`src/rtl/pcm_hwy_pkg.sv`:
```
package pcm_hwy_pkg;

   // clock cycles per highway bit: 2^code
   typedef enum logic [1:0] {
      PCM_RATE_X1 = 2'd0,
      PCM_RATE_X2 = 2'd1,
      PCM_RATE_X4 = 2'd2,
      PCM_RATE_X8 = 2'd3
   } pcm_rate_e;

   typedef struct packed {
      logic      done;
      logic      ts0_on;
      pcm_rate_e rate;
   } pcm_cfg_t;

endpackage

```
`src/rtl/pcm_hwy_timer.sv`:
```
// Bit-rate divider plus bit/slot position counter for one highway direction.
module pcm_hwy_timer #(
   parameter int SLOT_W   = 5,
   parameter int BIT_W    = 3,
   parameter int MAX_RATE = 3
) (
   input  logic              clk,
   input  logic              rst_n,
   input  logic              fs,
   input  logic [1:0]        rate,
   output logic [SLOT_W-1:0] slot,
   output logic              last_bit,
   output logic              bit_end,
   output logic              slot_load,
   output logic [SLOT_W-1:0] nxt_slot,
   output logic              wrap
);

   localparam int POS_W = SLOT_W + BIT_W;

   logic [POS_W-1:0] pos_q;

   generate
      if (MAX_RATE == 0) begin : g_nodiv
         logic unused_rate;
         assign unused_rate = &{1'b0, rate};
         assign bit_end = 1'b1;
      end else begin : g_div
         logic [MAX_RATE-1:0] div_q;
         logic [MAX_RATE-1:0] lim;
         int                  eff;
         always_comb begin
            eff = (int'(rate) > MAX_RATE) ? MAX_RATE : int'(rate);
            for (int k = 0; k < MAX_RATE; k++) begin
               lim[k] = (k < eff);
            end
         end
         assign bit_end = (div_q >= lim);
         always_ff @(posedge clk or negedge rst_n) begin
            if (!rst_n)                div_q <= '0;
            else if (fs || bit_end)    div_q <= '0;
            else                       div_q <= div_q + 1'b1;
         end
      end
   endgenerate

   always_ff @(posedge clk or negedge rst_n) begin
      if (!rst_n)       pos_q <= '0;
      else if (fs)      pos_q <= '0;
      else if (bit_end) pos_q <= pos_q + 1'b1;
   end

   assign slot      = pos_q[POS_W-1:BIT_W];
   assign last_bit  = &pos_q[BIT_W-1:0];
   assign wrap      = bit_end && (&pos_q);
   assign slot_load = fs || (bit_end && last_bit);
   assign nxt_slot  = fs ? '0 : slot + 1'b1;

endmodule

```
`src/rtl/pcm_hwy_out.sv`:
```
// Outbound slot buffer and MSB-first serializer.
module pcm_hwy_out #(
   parameter int SLOT_COUNT = 32,
   parameter int SLOT_WIDTH = 8,
   parameter int SLOT_W     = 5
) (
   input  logic                  clk,
   input  logic                  rst_n,
   input  logic                  wr,
   input  logic [SLOT_W-1:0]     wr_slot,
   input  logic [SLOT_WIDTH-1:0] wr_data,
   input  logic                  load,
   input  logic [SLOT_W-1:0]     load_slot,
   input  logic                  shift,
   output logic                  sdo
);

   logic [SLOT_WIDTH-1:0] mem_q [SLOT_COUNT];
   logic [SLOT_WIDTH-1:0] sh_q;

   always_ff @(posedge clk or negedge rst_n) begin
      if (!rst_n) begin
         for (int i = 0; i < SLOT_COUNT; i++) mem_q[i] <= '0;
      end else if (wr) begin
         mem_q[wr_slot] <= wr_data;
      end
   end

   always_ff @(posedge clk or negedge rst_n) begin
      if (!rst_n)     sh_q <= '0;
      else if (load)  sh_q <= mem_q[load_slot];
      else if (shift) sh_q <= {sh_q[SLOT_WIDTH-2:0], 1'b0};
   end

   assign sdo = sh_q[SLOT_WIDTH-1];

endmodule

```
`src/rtl/pcm_hwy_in.sv`:
```
// Inbound falling-edge sampler, deserializer and frame parity.
module pcm_hwy_in #(
   parameter int SLOT_WIDTH = 8,
   parameter int SLOT_W     = 5
) (
   input  logic                  clk,
   input  logic                  rst_n,
   input  logic                  din,
   input  logic                  fs,
   input  logic                  bit_end,
   input  logic                  last_bit,
   input  logic                  wrap,
   input  logic [SLOT_W-1:0]     slot,
   input  logic                  gate_off,
   output logic                  valid,
   output logic [SLOT_WIDTH-1:0] data,
   output logic [SLOT_W-1:0]     slot_o,
   output logic                  odd
);

   logic                  din_n;
   logic [SLOT_WIDTH-1:0] sh_q;
   logic                  odd_q;
   logic                  done;

   always_ff @(negedge clk or negedge rst_n) begin
      if (!rst_n) din_n <= 1'b0;
      else        din_n <= din;
   end

   assign done = bit_end && last_bit && !gate_off;

   always_ff @(posedge clk or negedge rst_n) begin
      if (!rst_n) begin
         sh_q   <= '0;
         valid  <= 1'b0;
         data   <= '0;
         slot_o <= '0;
         odd    <= 1'b0;
         odd_q  <= 1'b0;
      end else begin
         if (bit_end) sh_q <= {sh_q[SLOT_WIDTH-2:0], din_n};
         valid <= done;
         if (done) begin
            data   <= {sh_q[SLOT_WIDTH-2:0], din_n};
            slot_o <= slot;
            odd    <= odd_q;
         end
         if (fs)        odd_q <= 1'b0;
         else if (wrap) odd_q <= ~odd_q;
      end
   end

endmodule

```
`src/rtl/pcm_hwy_port.sv`:
```
module pcm_hwy_port
   import pcm_hwy_pkg::*;
#(
   parameter int SLOT_COUNT = 32,
   parameter int SLOT_WIDTH = 8,
   parameter int MAX_RATE   = 3
) (
   input  logic                          clk,
   input  logic                          rst_n,
   input  logic                          cfg_wr,
   input  logic [1:0]                    cfg_rate,
   input  logic                          cfg_ts0,
   input  logic                          ob_fs,
   input  logic                          ob_wr,
   input  logic [$clog2(SLOT_COUNT)-1:0] ob_slot,
   input  logic [SLOT_WIDTH-1:0]         ob_data,
   output logic                          dout,
   output logic                          dout_oe,
   input  logic                          ib_fs,
   input  logic                          din,
   output logic                          ib_valid,
   output logic [$clog2(SLOT_COUNT)-1:0] ib_slot,
   output logic [SLOT_WIDTH-1:0]         ib_data,
   output logic                          ib_odd
);

   localparam int SLOT_W = $clog2(SLOT_COUNT);
   localparam int BIT_W  = $clog2(SLOT_WIDTH);

   generate
      if (SLOT_COUNT < 2 || (SLOT_COUNT & (SLOT_COUNT - 1)) != 0) begin : g_bad_count
         $error("SLOT_COUNT must be a power of two of at least 2");
      end
      if (SLOT_WIDTH < 2 || (SLOT_WIDTH & (SLOT_WIDTH - 1)) != 0) begin : g_bad_width
         $error("SLOT_WIDTH must be a power of two of at least 2");
      end
      if (MAX_RATE < 0 || MAX_RATE > 3) begin : g_bad_rate
         $error("MAX_RATE must lie in 0..3");
      end
   endgenerate

   pcm_cfg_t cfg_q;
   logic     cfg_done;
   logic     ts0_on;

   always_ff @(posedge clk or negedge rst_n) begin
      if (!rst_n)      cfg_q <= '{done: 1'b0, ts0_on: 1'b0, rate: PCM_RATE_X1};
      else if (cfg_wr) cfg_q <= '{done: 1'b1, ts0_on: cfg_ts0, rate: pcm_rate_e'(cfg_rate)};
   end

   assign cfg_done = cfg_q.done;
   assign ts0_on   = cfg_q.ts0_on;

   // outbound direction
   logic [SLOT_W-1:0] ob_slot_idx, ob_nxt_slot;
   logic              ob_last, ob_bit_end, ob_load, ob_wrap;
   logic              ob_slot0;

   pcm_hwy_timer #(.SLOT_W(SLOT_W), .BIT_W(BIT_W), .MAX_RATE(MAX_RATE)) u_ob_tmr (
      .clk      (clk),
      .rst_n    (rst_n),
      .fs       (ob_fs),
      .rate     (cfg_q.rate),
      .slot     (ob_slot_idx),
      .last_bit (ob_last),
      .bit_end  (ob_bit_end),
      .slot_load(ob_load),
      .nxt_slot (ob_nxt_slot),
      .wrap     (ob_wrap)
   );

   pcm_hwy_out #(.SLOT_COUNT(SLOT_COUNT), .SLOT_WIDTH(SLOT_WIDTH), .SLOT_W(SLOT_W)) u_ob_ser (
      .clk      (clk),
      .rst_n    (rst_n),
      .wr       (ob_wr),
      .wr_slot  (ob_slot),
      .wr_data  (ob_data),
      .load     (ob_load),
      .load_slot(ob_nxt_slot),
      .shift    (ob_bit_end),
      .sdo      (dout)
   );

   assign ob_slot0 = (ob_slot_idx == '0);
   assign dout_oe  = cfg_done && (ts0_on || !ob_slot0);

   // inbound direction
   logic [SLOT_W-1:0] ib_slot_idx, ib_nxt_slot;
   logic              ib_last, ib_bit_end, ib_load, ib_wrap;
   logic              ib_gate;

   pcm_hwy_timer #(.SLOT_W(SLOT_W), .BIT_W(BIT_W), .MAX_RATE(MAX_RATE)) u_ib_tmr (
      .clk      (clk),
      .rst_n    (rst_n),
      .fs       (ib_fs),
      .rate     (cfg_q.rate),
      .slot     (ib_slot_idx),
      .last_bit (ib_last),
      .bit_end  (ib_bit_end),
      .slot_load(ib_load),
      .nxt_slot (ib_nxt_slot),
      .wrap     (ib_wrap)
   );

   assign ib_gate = !ts0_on && (ib_slot_idx == '0);

   pcm_hwy_in #(.SLOT_WIDTH(SLOT_WIDTH), .SLOT_W(SLOT_W)) u_ib_des (
      .clk     (clk),
      .rst_n   (rst_n),
      .din     (din),
      .fs      (ib_fs),
      .bit_end (ib_bit_end),
      .last_bit(ib_last),
      .wrap    (ib_wrap),
      .slot    (ib_slot_idx),
      .gate_off(ib_gate),
      .valid   (ib_valid),
      .data    (ib_data),
      .slot_o  (ib_slot),
      .odd     (ib_odd)
   );

   logic unused_timer;
   assign unused_timer = &{1'b0, ob_last, ob_wrap, ib_load, ib_nxt_slot};

endmodule

```
`config.mk`:
```
export PLATFORM = sky130hd
export DESIGN_NAME = pcm_hwy_port
export DESIGN_NICKNAME = d
export VERILOG_FILES = /design/src/rtl/pcm_hwy_pkg.sv /design/src/rtl/pcm_hwy_timer.sv /design/src/rtl/pcm_hwy_out.sv /design/src/rtl/pcm_hwy_in.sv /design/src/rtl/pcm_hwy_port.sv
export SDC_FILE = /design/constraint.sdc
export NUM_CORES = 1
export LEC_CHECK = 0
export CAP_MARGIN = 20
export CELL_PAD_IN_SITES_DETAIL_PLACEMENT = 0
export CELL_PAD_IN_SITES_GLOBAL_PLACEMENT = 1
export CORE_MARGIN = 2
export CORE_UTILIZATION = 35
export DETAILED_ROUTE_END_ITERATION = 8
export PLACE_DENSITY_LB_ADDON = 0.1
export SLEW_MARGIN = 20
export SYNTH_ARGS = -nofsm -noshare
export SYNTH_HDL_FRONTEND = slang
export SYNTH_SLANG_ARGS = --single-unit
```
`constraint.sdc`:
```
create_clock -name clk -period 3.2 [get_ports clk]
set_input_delay 0.96 -clock clk [delete_from_list [all_inputs] [get_ports clk]]
set_output_delay 0.96 -clock clk [all_outputs]
set_load 0.01 [all_outputs]
```
After elaboration in Yosys (flattened, before gate mapping)
Cells that the tools add are included.
{"block": "classes", "bitwise_logic": 3, "n_addsub": 5, "magnitude_cmp": 8, "reduce_logical": 23, "mux": 17}
{"operator": "bitwise mux 256 bit", "count": 1}
{"operator": "two-way mux 8 bit", "count": 9}
{"operator": "binary-select mux 8 bit (select 5 bit)", "count": 1}
{"operator": "demux 8 bit (select 5 bit)", "count": 1}
{"operator": "adder 8 x 1 -> 8 bit, second input constant", "count": 2}
{"operator": ">= comparator 6 bit, second input constant", "count": 2}
{"operator": "NOT 5 -> 6 bit", "count": 2}
{"operator": "zero test 5 bit", "count": 2}
{"operator": "AND reduction 8 bit", "count": 1}
{"operator": "nonzero test 2 bit", "count": 4}
{"operator": "logical AND 1 bit", "count": 7}
{"operator": "adder 3 x 1 -> 3 bit, second input constant", "count": 2}
{"operator": ">= comparator 3 bit", "count": 2}
{"operator": "< comparator 6 x 1 -> 1 bit, second input constant", "count": 1}
{"operator": "two-way mux 3 bit", "count": 2}
{"operator": "AND reduction 3 bit", "count": 2}
{"operator": "adder 5 x 1 -> 5 bit, second input constant", "count": 1}
{"operator": "two-way mux 5 bit", "count": 1}
{"operator": "logical OR 1 bit", "count": 4}
{"operator": "< comparator 1 x 2 -> 1 bit, first input constant", "count": 2}
{"operator": "zero test 1 bit", "count": 3}
{"operator": "< comparator 2 bit, first input constant", "count": 1}
{"operator": "two-way mux 1 bit", "count": 2}
{"operator": "NOT 1 bit", "count": 1}
{"block": "word_totals", "word_cells": 103, "reg_bits": 314}

Logic depth before layout (Yosys ltp)
Gate-level depths: netlist of the first run.
{"block": "depth", "depth_word": 7, "depth_mapped": 11, "mapped_depth_nobuf": 8}

By module
From an unflattened synthesis of the first run, not the netlist that was laid out.
{"block": "hier_totals", "cells_unflattened": 1084, "hier_area_um2": 15013.1}
{"mod": "pcm_hwy_out", "n_inst": 1, "cells_each": 862, "seq_area_each_um2": 6606.3, "area_per_inst_um2": 12341.8}
{"mod": "pcm_hwy_in", "n_inst": 1, "cells_each": 51, "seq_area_each_um2": 600.6, "area_per_inst_um2": 929.6}
{"mod": "pcm_hwy_timer (u_ob_tmr)", "n_inst": 1, "cells_each": 79, "seq_area_each_um2": 275.3, "area_per_inst_um2": 792.0}
{"mod": "pcm_hwy_timer (u_ib_tmr)", "n_inst": 1, "cells_each": 80, "seq_area_each_um2": 275.3, "area_per_inst_um2": 780.7}
{"mod": "pcm_hwy_port", "n_inst": 1, "cells_each": 12, "seq_area_each_um2": 100.1, "area_per_inst_um2": 168.9}

==> Flow_metrics.wiki, run 1 <==
{| class="wikitable"
! Metric !! Value
|-
| Number of unique standard cell types used by synthesis || 69
|-
| Cell total after placement || 1,706
|-
| Clock tree from TritonCTS || built
|-
| Placer Congestion || 0.785
|-
| Yosys warning count || 0
|-
| # hold bufs at CTS || 0
|-
| Count of unresolved DRC violations after routing || 0
|-
| Routed wire per std cell || 23.2 um
|-
| CP required || 3690 ps
|-
| Post-synthesis area per instance || 13.0 sq um
|-
| Final instance count without filler cells || 1,778
|-
| Final setup violation count || 0
|-
| Largest cells by area after synthesis || sky130_fd_sc_hd__dfrtp_1, sky130_fd_sc_hd__mux2_2, sky130_fd_sc_hd__mux4_2, sky130_fd_sc_hd__mux2i_1, sky130_fd_sc_hd__nand2_1
|-
| Number of routed nets with antenna violations || 0
|-
| Crit Path Max Fanout || 10
|-
| Worst flop-to-flop path endpoint || u_ob_ser.sh_q[7]
|-
| Max-capacitance violation count || 0
|-
| Pin count of the biggest net entering global routing || 177
|-
| Total standard cell area after synthesis || 0.0147 sq mm
|-
| Antenna Cells || 0
|-
| Critical path class || register to register
|-
| Number of iterations in the first detailed-routing pass || 5
|-
| Slew at the pin with the worst max-slew slack || 855 ps
|-
| Top cells by instance count after synthesis || sky130_fd_sc_hd__dfrtp_1, sky130_fd_sc_hd__mux2_2, sky130_fd_sc_hd__nand2_1
|-
| Count of vias placed by the detailed router || 9,413
|-
| Routed wire length || 41,300 um
|-
| Max stage delay cell, worst path || sky130_fd_sc_hd__a2111oi_0
|-
| Clock sinks || 314
|-
| Slew Viols, Final || 0
|-
| Outcome || finished clean
|-
| Setup crit end kind || register
|-
| R2r worst-path depth || 9
|-
| Start point of the critical path || u_ob_tmr.pos_q[3]
|-
| Maximum level of the CTS H-tree || 2
|-
| Ratio of routed vias to standard cells || 5.29
|-
| Initial Util || 35.3%
|-
| Site row count || 75
|-
| Count of flip-flops with a built-in enable after synthesis || 0
|-
| Num CTS Buffers || 39
|-
| Data arrival, critical path || 3600 ps
|-
| Worst vdd ir || 0.329 mV
|-
| CP dominant cell by count || sky130_fd_sc_hd__buf_4
|-
| Initial antenna violation count || 0
|-
| Filler instances || 3,971
|-
| Vias in the first global route || 9,842
|-
| Register-to-register setup slack || 90 ps
|-
| Clock-pin transition on the worst setup and hold timing paths || 60 ps
|-
| Max-Slew Margin vs Limit || 43.0%
|-
| DIE AREA || 0.0438 sq mm
|-
| Top-area cell type share of the netlist area || 53.1%
|-
| Type of origin of the critical path || register
|-
| Clock latency at the later pin of the worst-skew pair || 550 ps
|-
| Maximum clock path buffer count || 3
|-
| Detail Placement HPWL || 25,900 um
|-
| First-pass GRT wire length || 63,900 um
|-
| Global-route total usage across every layer || 19.5%
|-
| Most repeated cell in the gate-level netlist after synthesis || sky130_fd_sc_hd__dfrtp_1
|-
| CTS Root Cell || sky130_fd_sc_hd__clkbuf_16
|-
| Net Count, Synth || 1,169
|-
| Area delta synth->final || 18.4%
|-
| Number of DRC markers in iteration 0 || 601
|-
| Final Hold Fails || 0
|-
| Peak clock frequency supported by timing || 0.322 GHz
|-
| Async S/R FF share, synth || 100%
|-
| Share of layout cells above drive strength 1 || 37.4%
|-
| Commonest register cell after synthesis || sky130_fd_sc_hd__dfrtp_1
|-
| Critical R2R Launch || u_ob_tmr.pos_q[3]
|-
| Total Nets Final || 1,248
|-
| Yosys top cell by area || sky130_fd_sc_hd__dfrtp_1
|-
| Cell breakdown of the critical path || buf_4, ha_1, xnor2_4, nor2_4, buf_4, a311oi_1, a31oi_1, a2111oi_0, a311o_1
|-
| Share of synthesized area occupied by flip-flops and latches || 53.3%
|-
| Buffers added on ports || 39
|-
| Stage delay of the slowest cell on the critical path || 730 ps
|-
| Static leakage || 7.63 nW
|-
| Die boundary height || 209 um
|-
| Flop and latch count out of synthesis || 314
|-
| Total power divided by cell area || 655 mW/mm^2
|-
| Class of the tightest hold or removal check || input port to asynchronous set/reset pin
|-
| Overall power || 0.0114 W
|-
| Final critical path time including I/O delays and setup || 3110 ps
|-
| Unrepaired setup endpoints after global routing || no
|-
| Die width || 209 um
|-
| Std-Cell Core Area || 0.0418 sq mm
|-
| Period utilization || 97.2%
|-
| Largest clock skew in the final design || 9.07 ps
|-
| Synthesized instance count || 1,132
|-
| Total congestion overflow after global routing || 0
|-
| Number of primary I/O pins || 40
|}
==> worst max-delay path: cells and delay by family (launching register included) <==
kind	cells	cell delay (ps)
AO/OA/AOI/OAI	4	1280
flip-flops	1	480
XOR/XNOR	1	480
buffers and inverters	2	370
adder cells (fa/ha/maj)	1	280
AND/OR/NAND/NOR	1	150
==> kinds of logic (layout without fill, tap and decap cells) <==
| group | Yosys count | count (layout) | synth area share [%] |
|---|---|---|---|
| DFF | 314 | 314 | 53.3 |
| AOI/OAI and AO/OA | 136 | 136 | 6.81 |
| adders and majority gates | 14 | 14 | 1.19 |
| muxes | 338 | 338 | 27.4 |
| buffers and inverters | 88 | 194 | 2.74 |
| and+or+nand+nor | 227 | 228 | 7.57 |
| xor gates and xnor gates | 15 | 15 | 1.02 |
==> worst max path at each step <==
stage	cells after the start	slack, ps	to
2_1_floorplan	0	500	u_ib_des.din_n
3_5_place_dp	4	-70	u_ob_ser.mem_q[172]
5_1_grt	9	3	u_ob_ser.sh_q[2]
4_1_cts	8	80	u_ob_ser.sh_q[7]
6_report	9	90	u_ob_ser.sh_q[7]
3_3_place_gp	4	-80	u_ob_ser.mem_q[171]
==> cell type report <==
type | instances | area [sq um] | share of cell area [%]
clock buffers | 64 | 1240 | 7.12
clock inverters | 5 | 75.1 | 0.430
inverters | 9 | 33.8 | 0.193
multi-input cells | 731 | 6490 | 37.2
flip-flops and latches | 314 | 7860 | 45.0
well taps | 539 | 674 | 3.86
repair buffers | 116 | 1080 | 6.17
==> state kept, by name (all words and copies together) (netlist names) <==
name,flops
u_ib_tmr.g_div.div_q,3
u_ib_des.odd,1
u_ib_des.sh_q,7
u_ob_ser.mem_q,256
u_ib_des.odd_q,1
u_ob_ser.sh_q,8
u_ob_tmr.g_div.div_q,3
u_ob_tmr.pos_q,8
cfg_q,2
ts0_on,1
u_ib_tmr.pos_q,8
u_ib_des.din_n,1
u_ib_des.slot_o,5
u_ib_des.valid,1
cfg_done,1
u_ib_des.data,8
==> cells in the final DEF, fill, tap and decap left out, drive strengths merged, types with 14 or more instances in the layout <==
cell type | Yosys | routed
a21oi | 40 | 40
buf | 29 | 79
clkbuf | 50 | 64
clkdlybuf4s50 | 0 | 36
dfrtp | 313 | 313
ha | 14 | 14
mux2 | 278 | 278
mux2i | 36 | 36
mux4 | 24 | 24
nand2 | 86 | 86
nand3 | 16 | 16
nor2 | 39 | 39
nor3 | 21 | 21
o221ai | 14 | 14
==> where the power goes <==
group	internal, W	total, W	switching, W
Sequential	0.00472	0.00511	0.000386
Combinational	0.00100	0.00182	0.000815
Clock	0.00280	0.00452	0.00172
Total	0.00852	0.0114	0.00292
==> metrics by stage <==
stage          worst slack, ps  setup TNS, ps  area [sq um]  hold slack, ps  util [%]
5_1_grt                   3.33              0         17500             376      41.8
4_1_cts                   77.2              0         17400             472      41.7
6_report                  89.7              0         17500             383      41.8
3_5_place_dp             -67.9           -855         16100             458      38.5
2_1_floorplan              496              0         14700             438         -
3_3_place_gp             -76.0           -955         16100             457      38.5
==> layer usage <==
layer  wire [um]  track usage [%]
met2       18900             30.6
met5           0                0
met1       20300             28.0
met3        1160             2.72
met4         897             5.86
==> what timing repair did <==
item	4_1_cts	5_1_grt
buffers inserted	1	0
cloned	0	1
endpoints found under the setup margin	1	2
resized for setup	4	1
endpoints found under the hold margin	0	0
pin swaps	0	1
Note: power is estimated with default switching activity, not from simulation.
==> run 2: changes to the inputs <==
--- a/config.mk
+++ b/config.mk
@@ -11,8 +11,8 @@
 export CORE_MARGIN = 2
 export CORE_UTILIZATION = 35
 export DETAILED_ROUTE_END_ITERATION = 8
+export DONT_BUFFER_PORTS = 1
 export PLACE_DENSITY_LB_ADDON = 0.1
-export SLEW_MARGIN = 20
 export SYNTH_ARGS = -nofsm -noshare
 export SYNTH_HDL_FRONTEND = slang
 export SYNTH_SLANG_ARGS = --single-unit
==> Flow_metrics.wiki, run 2 (synthesis results as in run 1) <==
{| class="wikitable"
! Metric !! Value
|-
| Static leakage || 7.24 nW
|-
| Clock latency at the later pin of the worst-skew pair || 550 ps
|-
| Max-capacitance violation count || 0
|-
| Period utilization || 95.6%
|-
| Pint || 0.00830 W
|-
| Count of unresolved DRC violations after routing || 0
|-
| Crit Path Max Fanout || 4
|-
| Std-Cell Core Area || 0.0418 sq mm
|-
| Setup crit end kind || output pin
|-
| Final instance count without filler cells || 1,705
|-
| Final Hold Fails || 0
|-
| Number of primary I/O pins || 40
|-
| Worst vdd ir || 0.328 mV
|-
| Resize count post-CTS || 0
|-
| Buffers added on ports || 0
|-
| Slack of the critical path || 140 ps
|-
| Die width || 209 um
|-
| Switching share of total power || 25.2%
|-
| Register name with the most flops || u_ob_ser.mem_q
|-
| # hold bufs at CTS || 0
|-
| Number of DRC markers in iteration 0 || 560
|-
| Clock-pin transition on the worst setup and hold timing paths || 50 ps
|-
| Stage delay of the slowest cell on the critical path || 600 ps
|-
| Clock tree from TritonCTS || built
|-
| Die boundary height || 209 um
|-
| Area used by sequential logic in the layout || 0.00786 sq mm
|-
| Site row count || 75
|-
| Final setup violation count || 0
|-
| Peak clock frequency supported by timing || 0.327 GHz
|-
| Area delta synth->final || 12.8%
|-
| Ratio of routed vias to standard cells || 5.45
|-
| Net Switching || 0.00280 W
|-
| Flip-flop count of the largest register, all copies and words added || 256
|-
| Power share of the clock group || 39.3%
|-
| DIE AREA || 0.0438 sq mm
|-
| First-pass GRT wire length || 64,500 um
|-
| Sequential cell fraction of total power || 46.4%
|-
| Final critical path time including I/O delays and setup || 3060 ps
|-
| Outcome || finished clean
|-
| Data arrival, critical path || 2100 ps
|-
| Cell breakdown of the critical path || inv_2, ha_1, or4b_2, o21a_1
|-
| Global-route total usage across every layer || 19.7%
|-
| Pin count of the biggest net entering global routing || 315
|-
| Max-Slew Margin vs Limit || 45.1%
|-
| Critical path class || register to output pin
|-
| Total congestion overflow after global routing || 0
|-
| Cell total after placement || 1,635
|-
| Slew at the pin with the worst max-slew slack || 821 ps
|-
| Total power divided by cell area || 667 mW/mm^2
|-
| Initial Util || 35.3%
|-
| Number of iterations in the first detailed-routing pass || 5
|-
| CP required || 2240 ps
|-
| Max stage delay cell, worst path || sky130_fd_sc_hd__or4b_2
|-
| Crit-path leading delay family || simple AND/OR/NAND/NOR gates
|-
| Final sum of negative setup slack || 0 ps
|-
| Routed wire per std cell || 24.4 um
|-
| Area of combinational cells with multiple inputs || 0.00648 sq mm
|-
| Initial antenna violation count || 1
|-
| Worst slack at placement || 235 ps
|-
| Count of vias placed by the detailed router || 9,293
|-
| Largest clock skew in the final design || 8.80 ps
|-
| Clock sinks || 314
|-
| Filler instances || 3,986
|-
| Top library cells by usage in the layout, fill and taps aside || sky130_fd_sc_hd__dfrtp_1, sky130_fd_sc_hd__mux2_2, sky130_fd_sc_hd__nand2_1
|-
| Unrepaired setup endpoints after global routing || no
|-
| Share of layout cells above drive strength 1 || 36.2%
|-
| Type of origin of the critical path || register
|-
| Maximum clock path buffer count || 3
|-
| Share of total power in combinational logic || 14.3%
|-
| CTS Root Cell || sky130_fd_sc_hd__clkbuf_16
|-
| Maximum level of the CTS H-tree || 2
|-
| Post CTS Setup Buffer Count || 0
|-
| Number of routed nets with antenna violations || 0
|-
| Num CTS Buffers || 38
|-
| Total Nets Final || 1,173
|-
| Detail Placement HPWL || 27,100 um
|-
| Placer Congestion || 0.776
|-
| Worst path buffer plus inverter count || 1
|-
| Vias in the first global route || 9,757
|-
| Commonest non-fill, non-tap cell in the layout || sky130_fd_sc_hd__dfrtp_1
|-
| Slew Viols, Final || 0
|-
| Class of the tightest hold or removal check || input port to asynchronous set/reset pin
|-
| Routed wire length || 41,600 um
|}
-- run 2: cell count changes in the layout (fill, tap and decap cells not counted), sizes merged --
cell,delta
buf,-36
clkbuf,-3
clkdlybuf4s15,-1
clkdlybuf4s50,-36
clkinv,+2
clkinvlp,+1
diode,+1
or2,-1
-- run 2: metrics by stage --
stage / util (%) / hold WS (ps) / power (W) / cell area, sq um
6_report: 39.8 / 113 / 0.0111 / 16600
5_1_grt: 39.8 / 76.9 / 0.0117 / 16600
4_1_cts: 39.8 / 82.1 / 0.0113 / 16600
3_5_place_dp: 36.8 / 461 / 0.00682 / 15400
3_3_place_gp: 36.8 / 460 / 0.00678 / 15400
2_1_floorplan: - / 438 / 0.00636 / 14700
-- run 2: path summary, 6_finish.rpt --
path,startpoint,end,slack [ps],depth (start not counted)
max,u_ob_tmr.pos_q[3],dout_oe,140,4
min,rst_n,u_ib_des.valid,110,0
max reg2reg,u_ob_tmr.pos_q[4],u_ob_ser.sh_q[5],270,9
min reg2reg,u_ob_tmr.g_div.div_q[0],u_ob_tmr.g_div.div_q[0],460,1
max in group asynchronous,rst_n,u_ib_des.din_n,1240,0
min in group clk,u_ob_tmr.g_div.div_q[0],u_ob_tmr.g_div.div_q[0],460,1
-- run 2: final cells by class --
type / count / area share [%]
flip-flops and latches: 314 / 47.3
multi-input cells: 730 / 39.0
clock buffers: 61 / 6.98
well taps: 539 / 4.05
repair buffers: 43 / 1.94
clock inverters: 8 / 0.579
inverters: 9 / 0.203
diodes: 1 / 0.0150
-- run 2: routing by layer --
layer	vias up	GRT usage [%]	wire length, um
met5	-	0	0
met4	0	5.22	911
met3	63	4.43	1920
met2	164	31.2	19300
met1	4898	27.2	19400
li1	4168	-	-
-- run 2: power groups by stage --
stage | Combinational (W) | Clock [W] | Sequential [W]
2_1_floorplan | 0.00131 | 0 | 0.00505
3_3_place_gp | 0.00157 | 0 | 0.00521
3_5_place_dp | 0.00161 | 0 | 0.00521
4_1_cts | 0.00161 | 0.00450 | 0.00515
5_1_grt | 0.00175 | 0.00466 | 0.00524
6_report | 0.00159 | 0.00436 | 0.00515
==> run 3: changes to the inputs <==
--- a/config.mk
+++ b/config.mk
@@ -10,6 +10,7 @@
 export CELL_PAD_IN_SITES_GLOBAL_PLACEMENT = 1
 export CORE_MARGIN = 2
 export CORE_UTILIZATION = 35
+export CTS_CLUSTER_DIAMETER = 100
 export DETAILED_ROUTE_END_ITERATION = 8
 export DONT_BUFFER_PORTS = 1
 export PLACE_DENSITY_LB_ADDON = 0.1
==> results of run 3 <==
Same layout as run 2: the final DEF is identical, and so are final timing and power.
